[src/rtl/pt_walk_pkg.sv]
package pt_walk_pkg;

  localparam int PRESENT_BIT = 0;
  localparam int REFD_BIT    = 1;
  localparam int MOD_BIT     = 2;
  localparam int WRITE_BIT   = 3;
  localparam int USER_BIT    = 4;

  typedef enum logic [1:0] {
    CAUSE_LEN  = 2'd0,
    CAUSE_DIR  = 2'd1,
    CAUSE_LEAF = 2'd2,
    CAUSE_PERM = 2'd3
  } faultCause_e;

  typedef enum logic [2:0] {
    ST_IDLE, ST_ISSUE1, ST_WAIT1, ST_ISSUE2, ST_WAIT2, ST_RESP
  } walkState_e;

  typedef struct packed {
    logic        ldReq;
    logic        ldDir;
    logic        ldPhys;
    logic        ldFault;
    logic        selLeaf;
    faultCause_e cause;
  } walkStrobe_t;

endpackage

[src/rtl/pt_walk_dp.sv]
module pt_walk_dp
  import pt_walk_pkg::*;
#(
  parameter int ADDR_W = 32,
  parameter int OFF_W  = 13,
  parameter int LEAF_W = 9,
  parameter int ENT_SH = 2
) (
  input  logic              clk,
  input  logic              rstN,
  input  walkStrobe_t       strobe,
  input  logic              sysMode,
  input  logic              cfgWrEn,
  input  logic              cfgSel,
  input  logic [ADDR_W-1:0] cfgData,
  input  logic [ADDR_W-1:0] reqAddr,
  input  logic              reqWrite,
  input  logic              reqUser,
  input  logic [ADDR_W-1:0] memRspData,
  output logic [ADDR_W-1:0] memReqAddr,
  output logic              lenBad,
  output logic              entPresent,
  output logic              permFail,
  output logic [ADDR_W-1:0] rspPhysAddr,
  output logic [1:0]        rspCause,
  output logic [ADDR_W-1:0] curBase,
  output logic [ADDR_W-OFF_W-LEAF_W-1:0] curLen
);
  localparam int DIR_W   = ADDR_W - OFF_W - LEAF_W;
  localparam int FRAME_W = ADDR_W - OFF_W;

  logic [ADDR_W-1:0]  tblBase;
  logic [DIR_W-1:0]   tblLen;
  logic [ADDR_W-1:0]  vaReg;
  logic               wrReg;
  logic               usrReg;
  logic [FRAME_W-1:0] leafTbl;
  logic [ADDR_W-1:0]  physReg;
  logic [1:0]         causeReg;

  logic [DIR_W-1:0]   dirIdx;
  logic [LEAF_W-1:0]  leafIdx;
  logic               unusedBits;

  assign dirIdx  = vaReg[ADDR_W-1 -: DIR_W];
  assign leafIdx = vaReg[OFF_W +: LEAF_W];

  always_ff @(posedge clk) begin
    if (!rstN) begin
      tblBase <= '0;
      tblLen  <= '0;
    end else if (cfgWrEn && sysMode) begin
      if (cfgSel) tblLen  <= cfgData[DIR_W-1:0];
      else        tblBase <= cfgData;
    end
  end

  always_ff @(posedge clk) begin
    if (!rstN) begin
      vaReg    <= '0;
      wrReg    <= 1'b0;
      usrReg   <= 1'b0;
      leafTbl  <= '0;
      physReg  <= '0;
      causeReg <= '0;
    end else begin
      if (strobe.ldReq) begin
        vaReg  <= reqAddr;
        wrReg  <= reqWrite;
        usrReg <= reqUser;
      end
      if (strobe.ldDir) leafTbl <= memRspData[ADDR_W-1:OFF_W];
      if (strobe.ldPhys) begin
        physReg  <= {memRspData[ADDR_W-1:OFF_W], vaReg[OFF_W-1:0]};
        causeReg <= '0;
      end else if (strobe.ldFault) begin
        physReg  <= '0;
        causeReg <= strobe.cause;
      end
    end
  end

  always_comb begin
    if (strobe.selLeaf)
      memReqAddr = {leafTbl, {OFF_W{1'b0}}} + (ADDR_W'(leafIdx) << ENT_SH);
    else
      memReqAddr = tblBase + (ADDR_W'(dirIdx) << ENT_SH);
  end

  assign lenBad     = reqAddr[ADDR_W-1 -: DIR_W] > tblLen;
  assign entPresent = memRspData[PRESENT_BIT];
  assign permFail   = (wrReg && !memRspData[WRITE_BIT]) ||
                      (usrReg && !memRspData[USER_BIT]);

  assign rspPhysAddr = physReg;
  assign rspCause    = causeReg;
  assign curBase     = tblBase;
  assign curLen      = tblLen;
  assign unusedBits  = ^{memRspData[OFF_W-1:USER_BIT+1], memRspData[MOD_BIT:REFD_BIT],
                         cfgData[ADDR_W-1:DIR_W]};
endmodule

[src/rtl/pt_walk_ctl.sv]
module pt_walk_ctl
  import pt_walk_pkg::*;
(
  input  logic        clk,
  input  logic        rstN,
  input  logic        reqValid,
  input  logic        lenBad,
  input  logic        entPresent,
  input  logic        permFail,
  input  logic        memReqReady,
  input  logic        memRspValid,
  output walkStrobe_t strobe,
  output logic        reqReady,
  output logic        memReqValid,
  output logic        rspValid,
  output logic        rspFault
);
  walkState_e state, nextState;
  logic       faultReg;

  always_comb begin
    strobe      = '0;
    nextState   = state;
    reqReady    = 1'b0;
    memReqValid = 1'b0;
    rspValid    = 1'b0;
    unique case (state)
      ST_IDLE: begin
        reqReady = 1'b1;
        if (reqValid) begin
          strobe.ldReq = 1'b1;
          if (lenBad) begin
            strobe.ldFault = 1'b1;
            strobe.cause   = CAUSE_LEN;
            nextState      = ST_RESP;
          end else begin
            nextState = ST_ISSUE1;
          end
        end
      end
      ST_ISSUE1: begin
        memReqValid = 1'b1;
        if (memReqReady) nextState = ST_WAIT1;
      end
      ST_WAIT1: begin
        if (memRspValid) begin
          if (!entPresent) begin
            strobe.ldFault = 1'b1;
            strobe.cause   = CAUSE_DIR;
            nextState      = ST_RESP;
          end else begin
            strobe.ldDir = 1'b1;
            nextState    = ST_ISSUE2;
          end
        end
      end
      ST_ISSUE2: begin
        memReqValid    = 1'b1;
        strobe.selLeaf = 1'b1;
        if (memReqReady) nextState = ST_WAIT2;
      end
      ST_WAIT2: begin
        if (memRspValid) begin
          nextState = ST_RESP;
          if (!entPresent) begin
            strobe.ldFault = 1'b1;
            strobe.cause   = CAUSE_LEAF;
          end else if (permFail) begin
            strobe.ldFault = 1'b1;
            strobe.cause   = CAUSE_PERM;
          end else begin
            strobe.ldPhys = 1'b1;
          end
        end
      end
      ST_RESP: begin
        rspValid  = 1'b1;
        nextState = ST_IDLE;
      end
      default: nextState = ST_IDLE;
    endcase
  end

  always_ff @(posedge clk) begin
    if (!rstN) begin
      state    <= ST_IDLE;
      faultReg <= 1'b0;
    end else begin
      state <= nextState;
      if (strobe.ldPhys)       faultReg <= 1'b0;
      else if (strobe.ldFault) faultReg <= 1'b1;
    end
  end

  assign rspFault = faultReg;
endmodule

[src/rtl/pt_walker.sv]
module pt_walker
  import pt_walk_pkg::*;
#(
  parameter int ADDR_W = 32,
  parameter int OFF_W  = 13,
  parameter int LEAF_W = 9,
  parameter int ENT_SH = 2
) (
  input  logic              clk,
  input  logic              rstN,
  input  logic              sysMode,
  input  logic              cfgWrEn,
  input  logic              cfgSel,
  input  logic [ADDR_W-1:0] cfgData,
  input  logic              reqValid,
  output logic              reqReady,
  input  logic [ADDR_W-1:0] reqAddr,
  input  logic              reqWrite,
  input  logic              reqUser,
  output logic              memReqValid,
  input  logic              memReqReady,
  output logic [ADDR_W-1:0] memReqAddr,
  input  logic              memRspValid,
  input  logic [ADDR_W-1:0] memRspData,
  output logic              rspValid,
  output logic              rspFault,
  output logic [1:0]        rspCause,
  output logic [ADDR_W-1:0] rspPhysAddr
);
  localparam int DIR_W = ADDR_W - OFF_W - LEAF_W;

  walkStrobe_t       strobe;
  logic              lenBad, entPresent, permFail;
  logic [ADDR_W-1:0] curBase;
  logic [DIR_W-1:0]  curLen;

  pt_walk_ctl u_ctl (
    .clk(clk), .rstN(rstN), .reqValid(reqValid), .lenBad(lenBad),
    .entPresent(entPresent), .permFail(permFail), .memReqReady(memReqReady),
    .memRspValid(memRspValid), .strobe(strobe), .reqReady(reqReady),
    .memReqValid(memReqValid), .rspValid(rspValid), .rspFault(rspFault)
  );

  pt_walk_dp #(.ADDR_W(ADDR_W), .OFF_W(OFF_W), .LEAF_W(LEAF_W), .ENT_SH(ENT_SH)) u_dp (
    .clk(clk), .rstN(rstN), .strobe(strobe), .sysMode(sysMode), .cfgWrEn(cfgWrEn),
    .cfgSel(cfgSel), .cfgData(cfgData), .reqAddr(reqAddr), .reqWrite(reqWrite),
    .reqUser(reqUser), .memRspData(memRspData), .memReqAddr(memReqAddr),
    .lenBad(lenBad), .entPresent(entPresent), .permFail(permFail),
    .rspPhysAddr(rspPhysAddr), .rspCause(rspCause), .curBase(curBase), .curLen(curLen)
  );
endmodule

[config.mk]
export PLATFORM = sky130hd
export DESIGN_NAME = pt_walker
export DESIGN_NICKNAME = d
export VERILOG_FILES = /design/src/rtl/pt_walk_pkg.sv /design/src/rtl/pt_walk_dp.sv /design/src/rtl/pt_walk_ctl.sv /design/src/rtl/pt_walker.sv
export SDC_FILE = /design/constraint.sdc
export NUM_CORES = 1
export LEC_CHECK = 0
export BUFFER_PORTS_ARGS = -buffer_cell sky130_fd_sc_hd__buf_2
export CAP_MARGIN = 5
export CORE_ASPECT_RATIO = 0.6
export CORE_MARGIN = 2
export CORE_UTILIZATION = 52
export DETAILED_ROUTE_END_ITERATION = 10
export GPL_TIMING_DRIVEN = 0
export PLACE_DENSITY = 0.8
export SETUP_SLACK_MARGIN = 0.3
export SYNTH_ARGS = -nofsm -noshare
export SYNTH_HDL_FRONTEND = slang
export SYNTH_SLANG_ARGS = --single-unit
export TNS_END_PERCENT = 30
[constraint.sdc]
create_clock -name clk -period 2.66 [get_ports clk]
set_input_delay 0.266 -clock clk [delete_from_list [all_inputs] [get_ports clk]]
set_output_delay 0.266 -clock clk [all_outputs]
set_load 0.05 [all_outputs]
==> results of run 1 <==
area by class of cell:
cell class	instances	area share, %
Sequential cell	133	30.7
Antenna cell	2	0.0574
Buffer	44	2.31
Clock buffer	18	5.04
Clock inverter	14	1.91
Tap cell	160	2.30
Timing Repair Buffer	177	12.0
Inverter	20	0.862
Multi-Input combinational cell	574	44.7
worst max path at each step:
| stage | start | end | slack, ps | depth (start not counted) |
|---|---|---|---|---|
| floorplan | u_dp.curBase[2]$_SDFFE_PN0P_ | memReqAddr[30] | 170 | 8 |
| global placement | u_dp.vaReg[22]$_SDFFE_PN0P_ | memReqAddr[20] | -230 | 9 |
| detailed placement | u_dp.vaReg[22]$_SDFFE_PN0P_ | memReqAddr[20] | -260 | 9 |
| CTS | u_dp.curBase[2]$_SDFFE_PN0P_ | memReqAddr[30] | -350 | 10 |
| global route | u_dp.vaReg[22]$_SDFFE_PN0P_ | memReqAddr[20] | -500 | 9 |
| finish | u_dp.vaReg[22]$_SDFFE_PN0P_ | memReqAddr[28] | -430 | 10 |
worst max-delay path: cells and delay by family (launching register included):
| kind | cells | cell delay [ps] |
|---|---|---|
| AO/OA/AOI/OAI | 4 | 850 |
| XOR/XNOR | 1 | 220 |
| adder cells (fa/ha/maj) | 2 | 560 |
| buffers and inverters | 2 | 370 |
| flip-flops | 1 | 340 |
| AND/OR/NAND/NOR | 1 | 60 |
Yosys cell counts, drive strengths merged (4+ instances only):
cell / instances
nand2: 234
dfxtp: 133
a21oi: 128
a22o: 32
clkbuf: 32
nor2: 27
o21ai: 23
ha: 20
inv: 20
xnor2: 20
buf: 12
xor2: 9
and2: 8
nand3: 7
nor3: 7
a211oi: 6
nor2b: 5
a21boi: 4
power groups by stage:
stage	clock [mW]	sequential, mW	combinational, mW
finish	2.39	2.17	1.03
global route	2.49	2.18	1.10
floorplan	0	2.22	0.602
global placement	0	2.19	0.900
CTS	2.39	2.15	0.944
detailed placement	0	2.20	0.916
sequential cells by signal (all words and copies together), names as in the netlist:
register	flops
u_ctl.state	3
u_dp.vaReg	32
u_ctl.rspFault	1
u_dp.rspPhysAddr	32
u_dp.leafTbl	19
u_dp.rspCause	2
u_dp.usrReg	1
u_dp.wrReg	1
u_dp.curLen	10
u_dp.curBase	32
repair_timing:
action,CTS,global route
endpoints found under the hold margin,0,0
pin swaps,7,39
buffers inserted,6,7
endpoints found under the setup margin,29,36
resized for setup,39,97
through the flow:
stage / setup TNS, ps / instances / util (%)
3_5_place_dp: -1700 / 1095 / 65.2
3_3_place_gp: -1490 / 1095 / 65.2
6_report: -6430 / 1142 / 76.6
5_1_grt: -7820 / 1141 / 76.6
4_1_cts: -5240 / 1133 / 72.4
2_1_floorplan: 0 / 771 / -
cells by family after synthesis:
kind of cell	after synthesis	share of synthesized area [%]
adders and majority gates	21	4.42
AOI/OAI and AO/OA	212	21.3
buffers and inverters	64	4.24
xor gates and xnor gates	29	4.15
and+or+nand+nor	312	22.3
DFF	133	43.5
layer usage:
metal	part of all wire [%]	routed length [µm]	up-vias	track usage, %
li1	-	-	3016	-
met2	44	8870	332	44.1
met4	1.7	347	0	8.73
met1	45	8960	3005	41.8
met5	0	0	-	0
met3	9.6	1920	39	7.22
==> reports/results.txt, run 1 <==
Post-synth EDFFs: 0
Final Hold Viols: 0
Sequential power share: 38.8%
CTS Root Cell: clkbuf_16
Chip height: 88.0 µm
Tmin final: 3090 ps
DRT antenna net count: 0
Post-synth top area cell: dfxtp_1
Worst Hold Class: input port to flop
Syn_area_per_cell: 7.93 µm²
Async set-reset flop share out of synthesis: 0%
Clock transition at the registers of the reported paths: 60 ps
Final Setup Violations: 23
Vias in the first global route: 5592
Hold worst-path end: u_dp.rspPhysAddr[29]$_SDFFE_PN0P_
First-pass GRT wire length: 28.3 mm
# hold bufs at CTS: 0
Worst path max stage delay: 390 ps
Top cells by area, synth: dfxtp_1, nand2_1, a21oi_1
Sw Ratio: 30.8%
R2R Path End: u_dp.rspPhysAddr[17]$_SDFFE_PN0P_
Design Area, Final: 8710 µm²
Antenna violations before repair: 1
Largest net degree at the start of global routing: 17
Post-synthesis net count: 898
Grt total ovfl: 0
DRC: 0
Wirelength per Cell: 17.6 µm
Maximum vdd drop: 457 µV
# port buffers: 164
Multi-input logic area: 3900 µm²
Sequential area share after synthesis: 43.5%
CP max-delay cell: fa_2
Fmax: 0.323 GHz
Detailed Place HPWL: 13.7 mm
Placed Area: 7420 µm²
First-pass DRT Iterations: 5
Gate power share: 18.5%
Hold Slack: 66.1 ps
Pleak: 3.41 nW
Clock Latency Late Sink: 420 ps
Core region area: 11400 µm²
Power density over cell area: 642 nW/µm²
Worst Setup End Kind: primary output
Actual slew at the worst max-slew pin: 966 ps
Peak fanout along the critical path: 5
Slew Viols, Final: 0
Yosys top cell area share: 43.5%
CTS H-tree lvls: 4
Cell-internal power: 3.87 mW
Worst hold path startpoint: memRspData[29]
Final #Nets: 1094
Sw power: 1.72 mW
Unrepaired setup endpoints after global routing: true
Final period utilization: 116%
Row count: 30
Starting Density: 53.8%
Crit path top cell by count: buf_6
Fraction of layout cells with a size suffix above 1: 33.6%
Final Skew: 10.0 ps
# IOs: 176
#FFs+latches synth: 133
Worst R2R Path Depth: 9
Die ar.: 12700 µm²
Routability-driven placement congestion ratio: 0.952
Critical Path RT: 2390 ps
Die width: 144 µm
CTS tree: yes
Initial DRC count: 565
Synthesized area: 6110 µm²
GRT Total Usage: 29.3%
Reg2reg start: u_dp.curLen[9]$_SDFFE_PN0P_
Max-Cap Viols: 0
Mapped Cells: 771
Critical Path, Cell by Cell: ha_4, fa_2, a211oi_4, o21ai_2, a221oi_4, buf_6, nor3b_2, xnor2_2, a21oi_4, buf_6
Most common cell after layout, fill and taps aside: nand2_1
Hold depth: 2
Ys flop type: dfxtp_1
Max clock buf depth: 2
Worst slew margin: 35.6%
# fillers: 819
Clk pwr share: 42.7%
CP Class: flop to primary output
Post-synthesis cell type count: 55
Seq. cell area: 2680 µm²
Worst setup margin: -431 ps
Startpoint types: flop
P&R area growth vs syn: 42.5%
Pre-CTS WS: -257 ps
Syn. warnings: 0
Clock sinks: 133
Vias per inst: 5.60
R2r setup slk: 420 ps
CP arrival: 2830 ps
Via count: 6392
Clock buffer count from CTS: 17
Failing checks: negative setup slack
Commonest cells after routing, fill and taps aside: nand2_1, buf_2, dfxtp_1
Total Wirelength: 20.1 mm
Status: complete, but fails checks
Total Power: 5.59 mW
Power figures use the tool's default switching activity.
==> run 2, diff against run 1 <==
--- a/config.mk
+++ b/config.mk
@@ -12,6 +12,7 @@
 export CORE_UTILIZATION = 52
 export DETAILED_ROUTE_END_ITERATION = 10
 export GPL_TIMING_DRIVEN = 0
+export MAX_ROUTING_LAYER = met4
 export PLACE_DENSITY = 0.8
 export SETUP_SLACK_MARGIN = 0.3
 export SYNTH_ARGS = -nofsm -noshare
==> run 2 against run 1 <==
  * The flow still finishes with violations (negative setup slack)
  * Die area did not move
  * Flip-flop and latch count did not move
  * Critical path depth did not move
  * Worst setup slack got worse by 37 ps
  * Global-route usage rose by 0.92 points
  * Clock-buffer cell count fell by 1
  * Critical path type unchanged
  * Sequential power barely moved
  * Clock skew rose by 0.81 ps
  * Power fell by 3.2%
  * Clock power fell by 7%
  * Worst hold slack improved by 6.2 ps
==> reports/results.txt, run 2 (same netlist as run 1, synthesis figures left out) <==
Pleak: 3.40 nW
CP arrival: 2860 ps
Pre-CTS WS: -278 ps
Placed Area: 7420 µm²
Clock buffer count from CTS: 17
Detailed Place HPWL: 13.7 mm
Largest net degree at the start of global routing: 17
Failing checks: negative setup slack
Vias per inst: 5.51
Core region area: 11400 µm²
Final Skew: 10.9 ps
Fin util: 75.4%
Maximum vdd drop: 571 µV
Setup crit end: memReqAddr[20]
DRC: 0
Final Setup Violations: 22
Reg2reg start: u_dp.curLen[9]$_SDFFE_PN0P_
Startpoint types: flop
CTS H-tree lvls: 4
Initial DRC count: 526
Fmax: 0.320 GHz
Worst setup margin: -468 ps
DRT antenna net count: 0
Tmin final: 3130 ps
Actual slew at the worst max-slew pin: 972 ps
R2R Path End: u_dp.rspPhysAddr[27]$_SDFFE_PN0P_
Most common cell after layout, fill and taps aside: nand2_1
Setup TNS Final: -5440 ps
Wirelength per Cell: 17.1 µm
Hold Slack: 72.3 ps
First-pass GRT wire length: 28.4 mm
Antenna cells: 0
Fraction of layout cells with a size suffix above 1: 32.4%
Row count: 30
R2r setup slk: 410 ps
Final Hold Viols: 0
# IOs: 176
Clock Latency Late Sink: 420 ps
Chip height: 88.0 µm
Clock sinks: 133
Vias in the first global route: 5616
Worst Hold Class: input port to flop
Peak fanout along the critical path: 7
Unrepaired setup endpoints after global routing: true
Crit. Startpoint: u_dp.vaReg[22]$_SDFFE_PN0P_
GRT Total Usage: 30.2%
Design Area, Final: 8570 µm²
Power density over cell area: 632 nW/µm²
Commonest cells after routing, fill and taps aside: nand2_1, buf_2, dfxtp_1
CTS Root Cell: clkbuf_16
P&R area growth vs syn: 40.2%
Worst Setup End Kind: primary output
Status: complete, but fails checks
Routability-driven placement congestion ratio: 0.927
First-pass DRT Iterations: 5
Final period utilization: 118%
# port buffers: 164
Antenna violations before repair: 0
Final #Nets: 1092
# fillers: 806
Max-Cap Viols: 0
Max clock buf depth: 2
Die width: 144 µm
Grt total ovfl: 0
Clock transition at the registers of the reported paths: 70 ps
Via count: 6270
Critical Path RT: 2390 ps
CTS tree: yes
Slew Viols, Final: 0
Die ar.: 12700 µm²
CP Class: flop to primary output
Worst R2R Path Depth: 9
Starting Density: 53.8%
Total Wirelength: 19.4 mm
Worst slew margin: 35.1%
==> run 2: changes by cell type in the layout (fill, tap and decap cells not counted), moves of 4 or more <==
cell / before / now
a21oi_1: 114 / 110
a21oi_2: 8 / 12
clkbuf_4: 10 / 6
dfxtp_1: 120 / 129
dfxtp_2: 13 / 3
nor2_1: 19 / 23
xnor2_1: 4 / 8
==> run 2: report_power, final <==
| part | switching, mW | internal (mW) |
|---|---|---|
| Combinational | 0.667 | 0.349 |
| Sequential | 0.0771 | 2.09 |
| Clock | 1.00 | 1.23 |
| Total | 1.75 | 3.67 |
==> run 2: final cells by class <==
class | instances | area [µm²] | area share, %
plain buffers | 44 | 193 | 2.25
flip-flops and latches | 133 | 2670 | 31.1
multi-input cells | 574 | 3800 | 44.3
clock inverters | 15 | 138 | 1.61
repair buffers | 175 | 1070 | 12.5
clock buffers | 17 | 425 | 4.96
inverters | 20 | 75.1 | 0.876
well taps | 160 | 200 | 2.34
==> run 2: repair_timing <==
action                     4_1_cts  5_1_grt
buffers inserted                 8        3
hold buffers                     0        0
setup endpoints to repair       30       34
gates resized for setup         60       59
pin swaps                       20       22
==> run 2: worst max-delay path, stage by stage, from the launching register on <==
cell and delay, ps:
dfxtp_2 340, ha_4 170, fa_2 390, a211oi_4 300
o21ai_2 140, a221oi_4 270, buf_6 170, nand3b_1 150
xor2_2 260, a21oi_4 100, buf_6 170
==> run 2: worst min-delay path by stage <==
stage                                   endpoint  slack, ps  cells past startpoint                         start
6_report       u_dp.rspPhysAddr[26]$_SDFFE_PN0P_         70                      2                memRspData[26]
5_1_grt        u_dp.rspPhysAddr[26]$_SDFFE_PN0P_         70                      2                memRspData[26]
4_1_cts        u_dp.rspPhysAddr[26]$_SDFFE_PN0P_         60                      2                memRspData[26]
3_5_place_dp          u_dp.vaReg[4]$_SDFFE_PN0P_        450                      2    u_dp.vaReg[4]$_SDFFE_PN0P_
3_3_place_gp        u_dp.curBase[1]$_SDFFE_PN0P_        440                      2  u_dp.curBase[1]$_SDFFE_PN0P_
2_1_floorplan  u_dp.rspPhysAddr[31]$_SDFFE_PN0P_        390                      1                memRspData[31]
==> run 2: per-stage QoR <==
stage | instances | power (mW)
5_1_grt | 1138 | 5.60
3_5_place_dp | 1095 | 3.11
4_1_cts | 1135 | 5.34
3_3_place_gp | 1095 | 3.10
6_report | 1138 | 5.41
2_1_floorplan | 771 | 2.82
==> run 2: metal layers <==
metal  vias to the layer above  wire length, µm  global-route usage [%]  part of all wire [%]
li1                       2999                -                       -                     -
met1                      2894             8860                    42.0                    46
met2                       322             8240                    43.9                    42
met3                        55             1800                    6.23                   9.3
met4                         0              527                    9.98                   2.7
met5                         -                0                       -                     0
